==> src/rtl/lutseq_pkg.sv <==
package lutseq_pkg;
  localparam int DW     = 8;
  localparam int NW     = DW / 2;
  localparam int ROM_AW = DW + 2 * NW;
  localparam int RAM_AW = 2 * DW;
  localparam int RSEL_W = 2;
  localparam int NREG   = 1 << RSEL_W;
  localparam int R_A    = 0;
  localparam int R_B    = 1;
  localparam int R_X    = 2;
  localparam int R_Y    = 3;

  typedef enum logic [1:0] {SL_FETCH = 2'd0, SL_READ = 2'd1, SL_EXEC = 2'd2, SL_WRITE = 2'd3} slot_e;
  typedef enum logic [1:0] {K_NOP = 2'd0, K_LDI = 2'd1, K_ALU = 2'd2, K_JMP = 2'd3} kind_e;
  typedef enum logic [1:0] {ST_OP = 2'd0, ST_ARG = 2'd1, ST_HI = 2'd2} step_e;

  // upper seven opcode bits; bit 0 of the opcode byte is ignored
  typedef struct packed {
    kind_e             kind;
    logic              cnd;
    logic              msrc;
    logic              mdst;
    logic [RSEL_W-1:0] dst;
  } op_t;
  localparam int OP_W = $bits(op_t);

  function automatic logic [ROM_AW-1:0] tbl_addr(input logic [DW-1:0] fn,
                                                 input logic [NW-1:0] a,
                                                 input logic [NW-1:0] b);
    return {fn, a, b};
  endfunction

  function automatic logic [NW-1:0] pick_nib(input logic [DW-1:0] v, input logic hi);
    return hi ? v[DW-1:NW] : v[NW-1:0];
  endfunction

  function automatic logic [DW-1:0] join_nib(input logic [NW-1:0] hi, input logic [NW-1:0] lo);
    return {hi, lo};
  endfunction
endpackage

==> src/rtl/lutseq_slot_timer.sv <==
module lutseq_slot_timer
  import lutseq_pkg::*;
(
  input  logic  clk,
  input  logic  rst_n,
  output slot_e sl
);
  always_ff @(posedge clk or negedge rst_n) begin
    if (!rst_n) sl <= SL_FETCH;
    else        sl <= slot_e'(sl + 2'd1);
  end
endmodule

==> src/rtl/lutseq_decode.sv <==
module lutseq_decode
  import lutseq_pkg::*;
(
  input  op_t  ir,
  input  logic cond_q,
  output logic is_ldi,
  output logic is_jmp,
  output logic is_alu,
  output logic take,
  output logic skip
);
  logic has_imm;
  always_comb begin
    is_ldi  = (ir.kind == K_LDI);
    is_jmp  = (ir.kind == K_JMP);
    is_alu  = (ir.kind == K_ALU);
    has_imm = is_ldi || is_jmp;
    take    = has_imm && (!ir.cnd || cond_q);
    skip    = has_imm && ir.cnd && !cond_q;
  end
endmodule

==> src/rtl/lutseq_regfile.sv <==
module lutseq_regfile
  import lutseq_pkg::*;
#(
  parameter int N = NREG,
  parameter int W = DW
) (
  input  logic           clk,
  input  logic           rst_n,
  input  logic [N-1:0]   ld,
  input  logic [W-1:0]   wdata,
  output logic [N*W-1:0] q
);
  for (genvar g = 0; g < N; g++) begin : g_reg
    logic [W-1:0] r;
    always_ff @(posedge clk or negedge rst_n) begin
      if (!rst_n)     r <= '0;
      else if (ld[g]) r <= wdata;
    end
    assign q[g*W +: W] = r;
  end
endmodule

==> src/rtl/lut_cpu_seq.sv <==
module lut_cpu_seq
  import lutseq_pkg::*;
#(
  parameter int PC_W = 8
) (
  input  logic                 clk,
  input  logic                 rst_n,
  output logic [1:0]           slot,
  output logic                 rom_re,
  output logic                 rom_tbl,
  output logic [ROM_AW-1:0]    rom_addr,
  input  logic [DW-1:0]        rom_data,
  output logic                 ram_re,
  output logic                 ram_we,
  output logic [RAM_AW-1:0]    ram_addr,
  output logic [DW-1:0]        ram_wdata,
  input  logic [DW-1:0]        ram_rdata,
  input  logic                 cond,
  output logic [NREG-1:0]      reg_ld,
  output logic [PC_W-1:0]      pc,
  output logic [NREG*DW-1:0]   regs
);
  slot_e           sl;
  step_e           step;
  op_t             ir;
  logic            cond_q;
  logic [DW-1:0]   func_q, opnd_q, exe_q;
  logic [NW-1:0]   tmp_q;
  logic [PC_W-1:0] pc_q;
  logic            is_ldi, is_jmp, is_alu, take, skip;
  logic [DW-1:0]   a_reg, b_reg, x_reg, y_reg;
  logic            hi_pass;
  logic [NW-1:0]   a_nib, b_nib;

  // named slot events, also observed by the checker
  logic fetch_go, rd_slot, exec_imm, exec_skip, exec_tbl, wr_go, jmp_go;

  lutseq_slot_timer u_slot (.clk(clk), .rst_n(rst_n), .sl(sl));

  lutseq_decode u_dec (
    .ir(ir), .cond_q(cond_q), .is_ldi(is_ldi), .is_jmp(is_jmp),
    .is_alu(is_alu), .take(take), .skip(skip)
  );

  lutseq_regfile #(.N(NREG), .W(DW)) u_rf (
    .clk(clk), .rst_n(rst_n), .ld(reg_ld), .wdata(exe_q), .q(regs)
  );

  assign a_reg = regs[R_A*DW +: DW];
  assign b_reg = regs[R_B*DW +: DW];
  assign x_reg = regs[R_X*DW +: DW];
  assign y_reg = regs[R_Y*DW +: DW];

  assign hi_pass = (step == ST_HI);
  assign a_nib   = pick_nib(a_reg, hi_pass);
  assign b_nib   = pick_nib(opnd_q, hi_pass);

  always_comb begin
    fetch_go  = (sl == SL_FETCH) && (step != ST_HI);
    rd_slot   = (sl == SL_READ) && (step == ST_ARG);
    exec_imm  = (sl == SL_EXEC) && (step == ST_OP) && take;
    exec_skip = (sl == SL_EXEC) && (step == ST_OP) && skip;
    exec_tbl  = (sl == SL_EXEC) && (step != ST_OP);
    wr_go     = (sl == SL_WRITE) &&
                (((step == ST_OP) && take && is_ldi) || (step == ST_HI));
    jmp_go    = (sl == SL_WRITE) && (step == ST_OP) && take && is_jmp;
  end

  always_comb begin
    slot      = sl;
    rom_re    = fetch_go || exec_imm || exec_tbl;
    rom_tbl   = exec_tbl;
    rom_addr  = exec_tbl ? tbl_addr(func_q, a_nib, b_nib) : ROM_AW'(pc_q);
    ram_re    = rd_slot && ir.msrc;
    ram_we    = wr_go && ir.mdst;
    ram_addr  = {y_reg, x_reg};
    ram_wdata = exe_q;
    pc        = pc_q;
    reg_ld    = '0;
    if (wr_go) reg_ld[ir.dst] = 1'b1;
  end

  always_ff @(posedge clk or negedge rst_n) begin
    if (!rst_n) begin
      step   <= ST_OP;
      ir     <= '0;
      cond_q <= 1'b0;
      func_q <= '0;
      opnd_q <= '0;
      exe_q  <= '0;
      tmp_q  <= '0;
      pc_q   <= '0;
    end else begin
      if (fetch_go) begin
        pc_q <= pc_q + PC_W'(1);
        if (step == ST_OP) begin
          ir     <= op_t'(rom_data[DW-1 -: OP_W]);
          cond_q <= cond;
        end else begin
          func_q <= rom_data;
        end
      end
      if (rd_slot) opnd_q <= ir.msrc ? ram_rdata : b_reg;
      if (exec_imm) begin
        exe_q <= rom_data;
        pc_q  <= pc_q + PC_W'(1);
      end
      if (exec_skip) pc_q <= pc_q + PC_W'(1);
      if (exec_tbl) begin
        if (step == ST_ARG) tmp_q <= rom_data[NW-1:0];
        else                exe_q <= join_nib(rom_data[NW-1:0], tmp_q);
      end
      if (jmp_go) pc_q <= PC_W'(exe_q);
      if (sl == SL_WRITE) begin
        unique case (step)
          ST_OP:   step <= is_alu ? ST_ARG : ST_OP;
          ST_ARG:  step <= ST_HI;
          default: step <= ST_OP;
        endcase
      end
    end
  end
endmodule

==> config.mk <==
export PLATFORM = sky130hd
export DESIGN_NAME = lut_cpu_seq
export DESIGN_NICKNAME = d
export VERILOG_FILES = /design/src/rtl/lutseq_pkg.sv /design/src/rtl/lutseq_slot_timer.sv /design/src/rtl/lutseq_decode.sv /design/src/rtl/lutseq_regfile.sv /design/src/rtl/lut_cpu_seq.sv
export SDC_FILE = /design/constraint.sdc
export NUM_CORES = 1
export LEC_CHECK = 0
export CAP_MARGIN = 20
export CORE_ASPECT_RATIO = 1.2
export CORE_MARGIN = 2
export CORE_UTILIZATION = 51
export CTS_CLUSTER_DIAMETER = 150
export DETAILED_ROUTE_END_ITERATION = 16
export GPL_TIMING_DRIVEN = 0
export PLACE_DENSITY = 0.91
export SLEW_MARGIN = 30
export SYNTH_ARGS = -nofsm -noshare
export SYNTH_HDL_FRONTEND = slang
export SYNTH_SLANG_ARGS = --single-unit
==> constraint.sdc <==
create_clock -name clk -period 3.6 [get_ports clk]
set_input_delay 0.54 -clock clk [delete_from_list [all_inputs] [get_ports clk]]
set_output_delay 0.54 -clock clk [all_outputs]
set_load 0.01 [all_outputs]
==> results of run 1 <==
==> metrics by stage <==
stage	instances	instance area (um2)	setup TNS, ns	total power, mW
after floorplan	322	3770	0	2.45
after detailed placement	521	4990	0	3.48
final	536	5250	0	4.34
after global placement	520	4960	-58.27	3.38
after CTS	536	5250	0	4.35
after global routing	536	5250	0	4.56
==> where the power goes <==
| group | internal, mW | switching [mW] |
|---|---|---|
| Clock | 0.530 | 0.318 |
| Sequential | 1.29 | 0.430 |
| Combinational | 1.06 | 0.714 |
| Total | 2.88 | 1.46 |
==> per-layer routing <==
layer | GRT usage (%) | vias up
li1 | - | 1359
met1 | 30.7 | 1484
met2 | 44.8 | 121
met3 | 4.71 | 23
met4 | 11.0 | 0
met5 | 0 | -
==> critical path, cell delays in order (launching register included) <==
cell,delay (ns)
sky130_fd_sc_hd__dfrtp_1,0.42
sky130_fd_sc_hd__inv_1,0.11
sky130_fd_sc_hd__ha_1,0.24
sky130_fd_sc_hd__nor2b_1,0.43
sky130_fd_sc_hd__clkbuf_1,0.43
sky130_fd_sc_hd__nor2_1,0.10
sky130_fd_sc_hd__a21oi_1,0.17
sky130_fd_sc_hd__clkdlybuf4s50_1,0.56
==> layout make-up <==
type / count / area (um2) / area share [%]
buffer: 29 / 183 / 3.48
clock buffer: 10 / 128 / 2.43
clock inverter: 5 / 129 / 2.46
inverter: 7 / 26.3 / 0.501
multi-input combinational: 206 / 1560 / 29.7
sequential: 80 / 2000 / 38.2
tap: 90 / 113 / 2.15
timing repair buffer: 109 / 1110 / 21.1
==> cell families (layout without fill, tap and decap cells) <==
group / Yosys count / in the layout / share of synthesized area, %
adder cells (fa/ha/maj): 5 / 5 / 1.66
XOR/XNOR: 3 / 3 / 0.697
AO/OA/AOI/OAI: 51 / 51 / 7.93
multiplexers: 69 / 69 / 20.0
flip-flops: 80 / 80 / 53.1
AND/OR/NAND/NOR: 78 / 78 / 11.0
buffers and inverters: 36 / 160 / 5.54
==> state kept, by name, summed over array words and instances (netlist names) <==
signal,flops
opnd_q,8
step,2
cond_q,1
pc,8
u_rf.g.r,32
u_slot.sl,2
tmp_q,4
ram_wdata,8
func_q,8
ir,7
==> final timing paths <==
path / startpoint / to / slack (ns) / depth (start not counted)
worst max-delay path: u_slot.sl[0] / rom_addr[2] / 0.26 / 7
min in group clk: tmp_q[2] / ram_wdata[2] / 0.48 / 2
worst max register to register: u_slot.sl[1] / u_rf.g_reg[3].r[3] / 1.62 / 6
max in group asynchronous: rst_n / u_rf.g_reg[0].r[6] / 2.91 / 2
worst min-delay path: rst_n / func_q[6] / 0.11 / 1
worst min register to register: tmp_q[2] / ram_wdata[2] / 0.48 / 2
==> synthesized netlist by cell type (2+ instances only) <==
| cell | n |
|---|---|
| sky130_fd_sc_hd__o211ai_1 | 2 |
| sky130_fd_sc_hd__nand4_1 | 2 |
| sky130_fd_sc_hd__and2_1 | 12 |
| sky130_fd_sc_hd__o22ai_1 | 8 |
| sky130_fd_sc_hd__o21ai_0 | 24 |
| sky130_fd_sc_hd__nand4b_2 | 2 |
| sky130_fd_sc_hd__nand2_1 | 26 |
| sky130_fd_sc_hd__or4_1 | 2 |
| sky130_fd_sc_hd__ha_1 | 5 |
| sky130_fd_sc_hd__nand2b_1 | 3 |
| sky130_fd_sc_hd__nand3_1 | 5 |
| sky130_fd_sc_hd__nor2b_1 | 3 |
| sky130_fd_sc_hd__nor2_1 | 14 |
| sky130_fd_sc_hd__buf_4 | 16 |
| sky130_fd_sc_hd__clkbuf_1 | 4 |
| sky130_fd_sc_hd__xor2_1 | 3 |
| sky130_fd_sc_hd__or3_1 | 2 |
| sky130_fd_sc_hd__buf_2 | 5 |
| sky130_fd_sc_hd__a21oi_1 | 9 |
| sky130_fd_sc_hd__and3_1 | 3 |
| sky130_fd_sc_hd__mux2i_1 | 17 |
| sky130_fd_sc_hd__inv_1 | 6 |
| sky130_fd_sc_hd__dfrtp_1 | 80 |
| sky130_fd_sc_hd__a31oi_1 | 3 |
| sky130_fd_sc_hd__buf_1 | 3 |
| sky130_fd_sc_hd__mux2_2 | 52 |
==> impl_results.rst, run 1 <==
.. list-table::
   :header-rows: 1

   * - Metric
     - Value
   * - Mean Syn Cell Area
     - 11.7 um2
   * - Post-DR wirelength/cell
     - 18.7 um
   * - Total congestion overflow
     - 0
   * - Number of storage elements in the synthesis netlist
     - 80
   * - FFs w/ async S/R, synth
     - 100%
   * - Number of antenna violations at the first check in global routing
     - 0
   * - Status
     - finished clean
   * - Most common cell after layout, fill and taps aside
     - sky130_fd_sc_hd__clkdlybuf4s50_1
   * - Number of CTS-inserted buffers
     - 9
   * - Total routed wirelength
     - 10000 um
   * - Type of element capturing the critical path
     - output pin
   * - Max-slew headroom
     - 52.4%
   * - Final slew viol count
     - 0
   * - Iter 0 DRT Violations
     - 149
   * - P_leak
     - 2.36 nW
   * - Number of DRC violations after detailed routing
     - 0
   * - Antenna-violating nets left
     - 0
   * - Num Clock Sinks
     - 80
   * - Pre-CTS setup slack
     - 0.582 ns
   * - Min Clock Period, post-route
     - 3.34 ns
   * - Wire length of the first global-routing pass
     - 15400 um
   * - Period utilisation layout
     - 92.8%
   * - Root buffer selected by CTS
     - sky130_fd_sc_hd__clkbuf_8
   * - Worst ir drop on vdd
     - 576 uV
   * - Slew of the pin with the lowest slew margin
     - 0.714 ns
   * - Net count after synthesis
     - 346
   * - Routed wl met2
     - 5350 um
   * - Post-layout nets
     - 466
   * - Gate Count Post-Synth
     - 322
   * - Post-CTS setup buffer count
     - 0
   * - Worst skew pair latency
     - 0.35 ns
   * - Depth of the CTS H-tree
     - 3
   * - GRT Overall Usage
     - 25.8%
   * - Final worst hold slack
     - 0.112 ns
   * - Placed wire-length estimate
     - 7040 um
   * - # resized after CTS
     - 0
   * - Final setup violating endpoints
     - 0
   * - Clock Pin Slew Worst Setup and Hold Paths
     - 0.08 ns
   * - Power density over the cells
     - 828 nW/um2
   * - Portion of synthesized cell area occupied by the leading cell type
     - 53.1%
   * - Final core occ
     - 73.0%
   * - Wire length on met3
     - 580 um
   * - Fraction of layout cells with a size suffix above 1
     - 21.5%
   * - Number of global-route vias before repair
     - 2991
   * - Commonest non-fill, non-tap cells in the layout
     - sky130_fd_sc_hd__clkdlybuf4s50_1, sky130_fd_sc_hd__dfrtp_1, sky130_fd_sc_hd__mux2_2, sky130_fd_sc_hd__nand2_1, sky130_fd_sc_hd__o21ai_0
   * - Most used DFF post-synth
     - sky130_fd_sc_hd__dfrtp_1
   * - Largest net degree at the start of global routing
     - 54
   * - Class of the worst hold path
     - in -> async
   * - Layout overhead on the synthesized area
     - 39.1%
   * - Placeable core area
     - 7190 um2
   * - Highest layer used for signal routing
     - met4
   * - Data required time at the worst endpoint
     - 3.06 ns
   * - Clk_skew
     - 0.0101 ns
   * - Final RePlAce weighted congestion
     - 0.890
   * - Leading cell types by total area after synthesis
     - sky130_fd_sc_hd__dfrtp_1, sky130_fd_sc_hd__mux2_2, sky130_fd_sc_hd__mux2i_1
   * - Cell Area, Synth
     - 3770 um2
   * - Floorplan die height
     - 98.2 um
   * - Number of synthesized flops with an enable pin
     - 0
   * - Largest area contributor in the synthesized netlist
     - sky130_fd_sc_hd__dfrtp_1
   * - Starting utilization of the core area
     - 52.4%
   * - Number of port buffers
     - 108
   * - Post-DR vias/cell
     - 5.57
   * - Diodes inserted
     - 0
   * - Crit-path max FO
     - 10
   * - Kind of critical path
     - reg -> out
   * - Iteration count of the initial detailed-routing pass
     - 4
   * - Number of synthesis warnings
     - 0
   * - Routed length on met1
     - 3780 um
   * - Crit start category
     - flip-flop
   * - Fin worst setup slack
     - 0.259 ns
   * - Number of top-level pins
     - 109
   * - Number of buffers inserted by hold repair at cts
     - 0
   * - Num rows
     - 34
   * - Arrival time of data at the critical path endpoint
     - 2.80 ns
   * - Upper clock frequency limit
     - 299 MHz
   * - Sequential fraction of the synthesis area
     - 53.1%
   * - Die ar.
     - 8100 um2
   * - Total number of vias
     - 2987
   * - RSZ-0062 raised after global routing
     - false
   * - Number of buffers on the longest clock path
     - 2
   * - Synth cell types
     - 37
   * - Fill cells
     - 481
   * - CTS tree
     - yes
   * - Endpoints failing hold
     - 0
   * - Number of violations of the max-capacitance limit
     - 0
   * - Die span in x
     - 82.5 um
Power figures use the tool's default switching activity.
==> inputs of run 2 (changes only) <==
CORE_ASPECT_RATIO = 0.5   (was 1.2)
==> impl_results.rst, run 2 (synthesis gave the netlist of run 1 again) <==
.. list-table::
   :header-rows: 1

   * - Metric
     - Value
   * - Iteration count of the initial detailed-routing pass
     - 4
   * - Post-CTS setup buffer count
     - 0
   * - R2r setup slk
     - 1.55 ns
   * - Root buffer selected by CTS
     - sky130_fd_sc_hd__clkbuf_16
   * - Fraction of layout cells with a size suffix above 1
     - 21.7%
   * - Slew of the pin with the lowest slew margin
     - 0.734 ns
   * - Sequential cell area
     - 2000 um2
   * - Arrival time of data at the critical path endpoint
     - 2.75 ns
   * - Post-DR wirelength/cell
     - 19.4 um
   * - GRT Overall Usage
     - 26.7%
   * - Commonest non-fill, non-tap cells in the layout
     - sky130_fd_sc_hd__clkdlybuf4s50_1, sky130_fd_sc_hd__dfrtp_1, sky130_fd_sc_hd__mux2_2, sky130_fd_sc_hd__nand2_1, sky130_fd_sc_hd__o21ai_0
   * - Clock Pin Slew Worst Setup and Hold Paths
     - 0.06 ns
   * - Crit-path max FO
     - 10
   * - CTS tree
     - yes
   * - Most common cell after layout, fill and taps aside
     - sky130_fd_sc_hd__clkdlybuf4s50_1
   * - Area of the multi-input gates
     - 1560 um2
   * - Floorplan die height
     - 64.8 um
   * - Antenna-violating nets left
     - 0
   * - Endpoints failing hold
     - 0
   * - Min Clock Period, post-route
     - 3.29 ns
   * - Final RePlAce weighted congestion
     - 0.858
   * - Iter 0 DRT Violations
     - 217
   * - Number of top-level pins
     - 109
   * - Max-slew headroom
     - 51.0%
   * - Origin of the critical flop-to-flop path
     - u_slot.sl[0]
   * - Largest Register
     - u_rf.g.r
   * - Placeable core area
     - 7240 um2
   * - Final setup violating endpoints
     - 0
   * - Worst setup path endpoint
     - rom_addr[7]
   * - Post-route non-filler standard cell count
     - 543
   * - Number of CTS-inserted buffers
     - 9
   * - Diodes inserted
     - 0
   * - DP Cell Count
     - 527
   * - Status
     - finished clean
   * - Die span in x
     - 126 um
   * - Class of the worst hold path
     - in -> async
   * - Kind of critical path
     - reg -> out
   * - Power density over the cells
     - 845 nW/um2
   * - Total congestion overflow
     - 0
   * - Total routed wirelength
     - 10500 um
   * - Number of global-route vias before repair
     - 3039
   * - Power after layout
     - 4.49 mW
   * - Starting utilization of the core area
     - 52.1%
   * - Number of violations of the max-capacitance limit
     - 0
   * - P_leak
     - 2.39 nW
   * - Layout overhead on the synthesized area
     - 40.9%
   * - Post-layout nets
     - 466
   * - Final slew viol count
     - 0
   * - Type of element capturing the critical path
     - output pin
   * - Worst reg2reg path endpoint
     - u_rf.g_reg[3].r[7]
   * - Start point of the critical path
     - u_slot.sl[0]
   * - RSZ-0062 raised after global routing
     - false
   * - Num Clock Sinks
     - 80
   * - Number of antenna violations at the first check in global routing
     - 0
   * - Data required time at the worst endpoint
     - 3.06 ns
   * - Highest-delay cell along the critical path
     - sky130_fd_sc_hd__clkdlybuf4s50_1
   * - Final worst hold slack
     - 0.152 ns
   * - # resized after CTS
     - 0
   * - Flip-flop count of the largest register after layout
     - 32
   * - Cells on worst reg2reg path
     - 6
   * - Post-DR vias/cell
     - 5.62
   * - Largest net degree at the start of global routing
     - 50
   * - Period utilisation layout
     - 91.3%
   * - Clk_skew
     - 0.00593 ns
   * - Number of DRC violations after detailed routing
     - 0
   * - Num rows
     - 22
   * - Wire length of the first global-routing pass
     - 16600 um
   * - Worst ir drop on vdd
     - 339 uV
   * - Total number of vias
     - 3052
   * - Number of port buffers
     - 108
   * - Die ar.
     - 8140 um2
   * - Delay of the slowest critical-path stage
     - 0.58 ns
   * - Crit start category
     - flip-flop
   * - Depth of the CTS H-tree
     - 3
   * - Upper clock frequency limit
     - 304 MHz
   * - Cell chain of the critical path
     - inv_1 > ha_1 > nor2b_2 > clkbuf_1 > nor2_1 > a21oi_1 > clkdlybuf4s50_1
   * - Placed wire-length estimate
     - 7150 um
   * - Number of buffers inserted by hold repair at cts
     - 0
   * - Fill cells
     - 452
   * - Worst skew pair latency
     - 0.33 ns
   * - Number of buffers on the longest clock path
     - 2
==> run 2: critical path, delay by kind of cell, from the launching register on <==
kind | cells | cell delay (ns)
buffers and inverters | 3 | 1.12
AO/OA/AOI/OAI | 1 | 0.16
flip-flops | 1 | 0.42
adder cells (fa/ha/maj) | 1 | 0.25
AND/OR/NAND/NOR | 2 | 0.48
==> run 2: how the worst min path moves through the flow <==
| stage | end | from | cells past startpoint | slack, ns |
|---|---|---|---|---|
| CTS | opnd_q[4] | rst_n | 1 | 0.15 |
| global route | opnd_q[4] | rst_n | 1 | 0.17 |
| global placement | ram_wdata[1] | tmp_q[1] | 2 | 0.46 |
| finish | opnd_q[4] | rst_n | 1 | 0.15 |
| detailed placement | opnd_q[3] | opnd_q[3] | 2 | 0.47 |
| floorplan | cond_q | rst_n | 0 | 0.24 |
==> run 2: metrics by stage <==
stage               cell area (um2)  worst slack (ns)  util [%]  TNS (ns)
detailed placement             5000             0.592      69.0         0
global route                   5310             0.132      73.4         0
CTS                            5310             0.205      73.3         0
finish                         5310             0.312      73.4         0
global placement               4970            -0.746      68.7    -59.17
floorplan                      3770              1.44         -         0
==> run 2: power by group <==
group	leakage [nW]	switching, mW	internal, mW	total [mW]
Combinational	1.25	0.727	1.06	1.78
Clock	0.150	0.352	0.608	0.960
Sequential	0.985	0.450	1.29	1.74
Total	2.39	1.53	2.96	4.49
==> run 2: area by class of cell <==
cell class	count	area share (%)
flip-flops and latches	80	37.7
multi-input cells	206	29.4
repair buffers	109	20.8
clock buffers	11	4.38
plain buffers	29	3.44
well taps	96	2.26
clock inverters	5	1.53
inverters	7	0.495
==> run 2: layer usage <==
metal | up-vias | part of all wire (%) | GRT usage [%]
li1 | 1364 | - | -
met1 | 1551 | 41 | 33.0
met2 | 114 | 51 | 45.4
met3 | 23 | 6.3 | 7.51
met4 | 0 | 2.3 | 10.0
met5 | - | 0 | 0
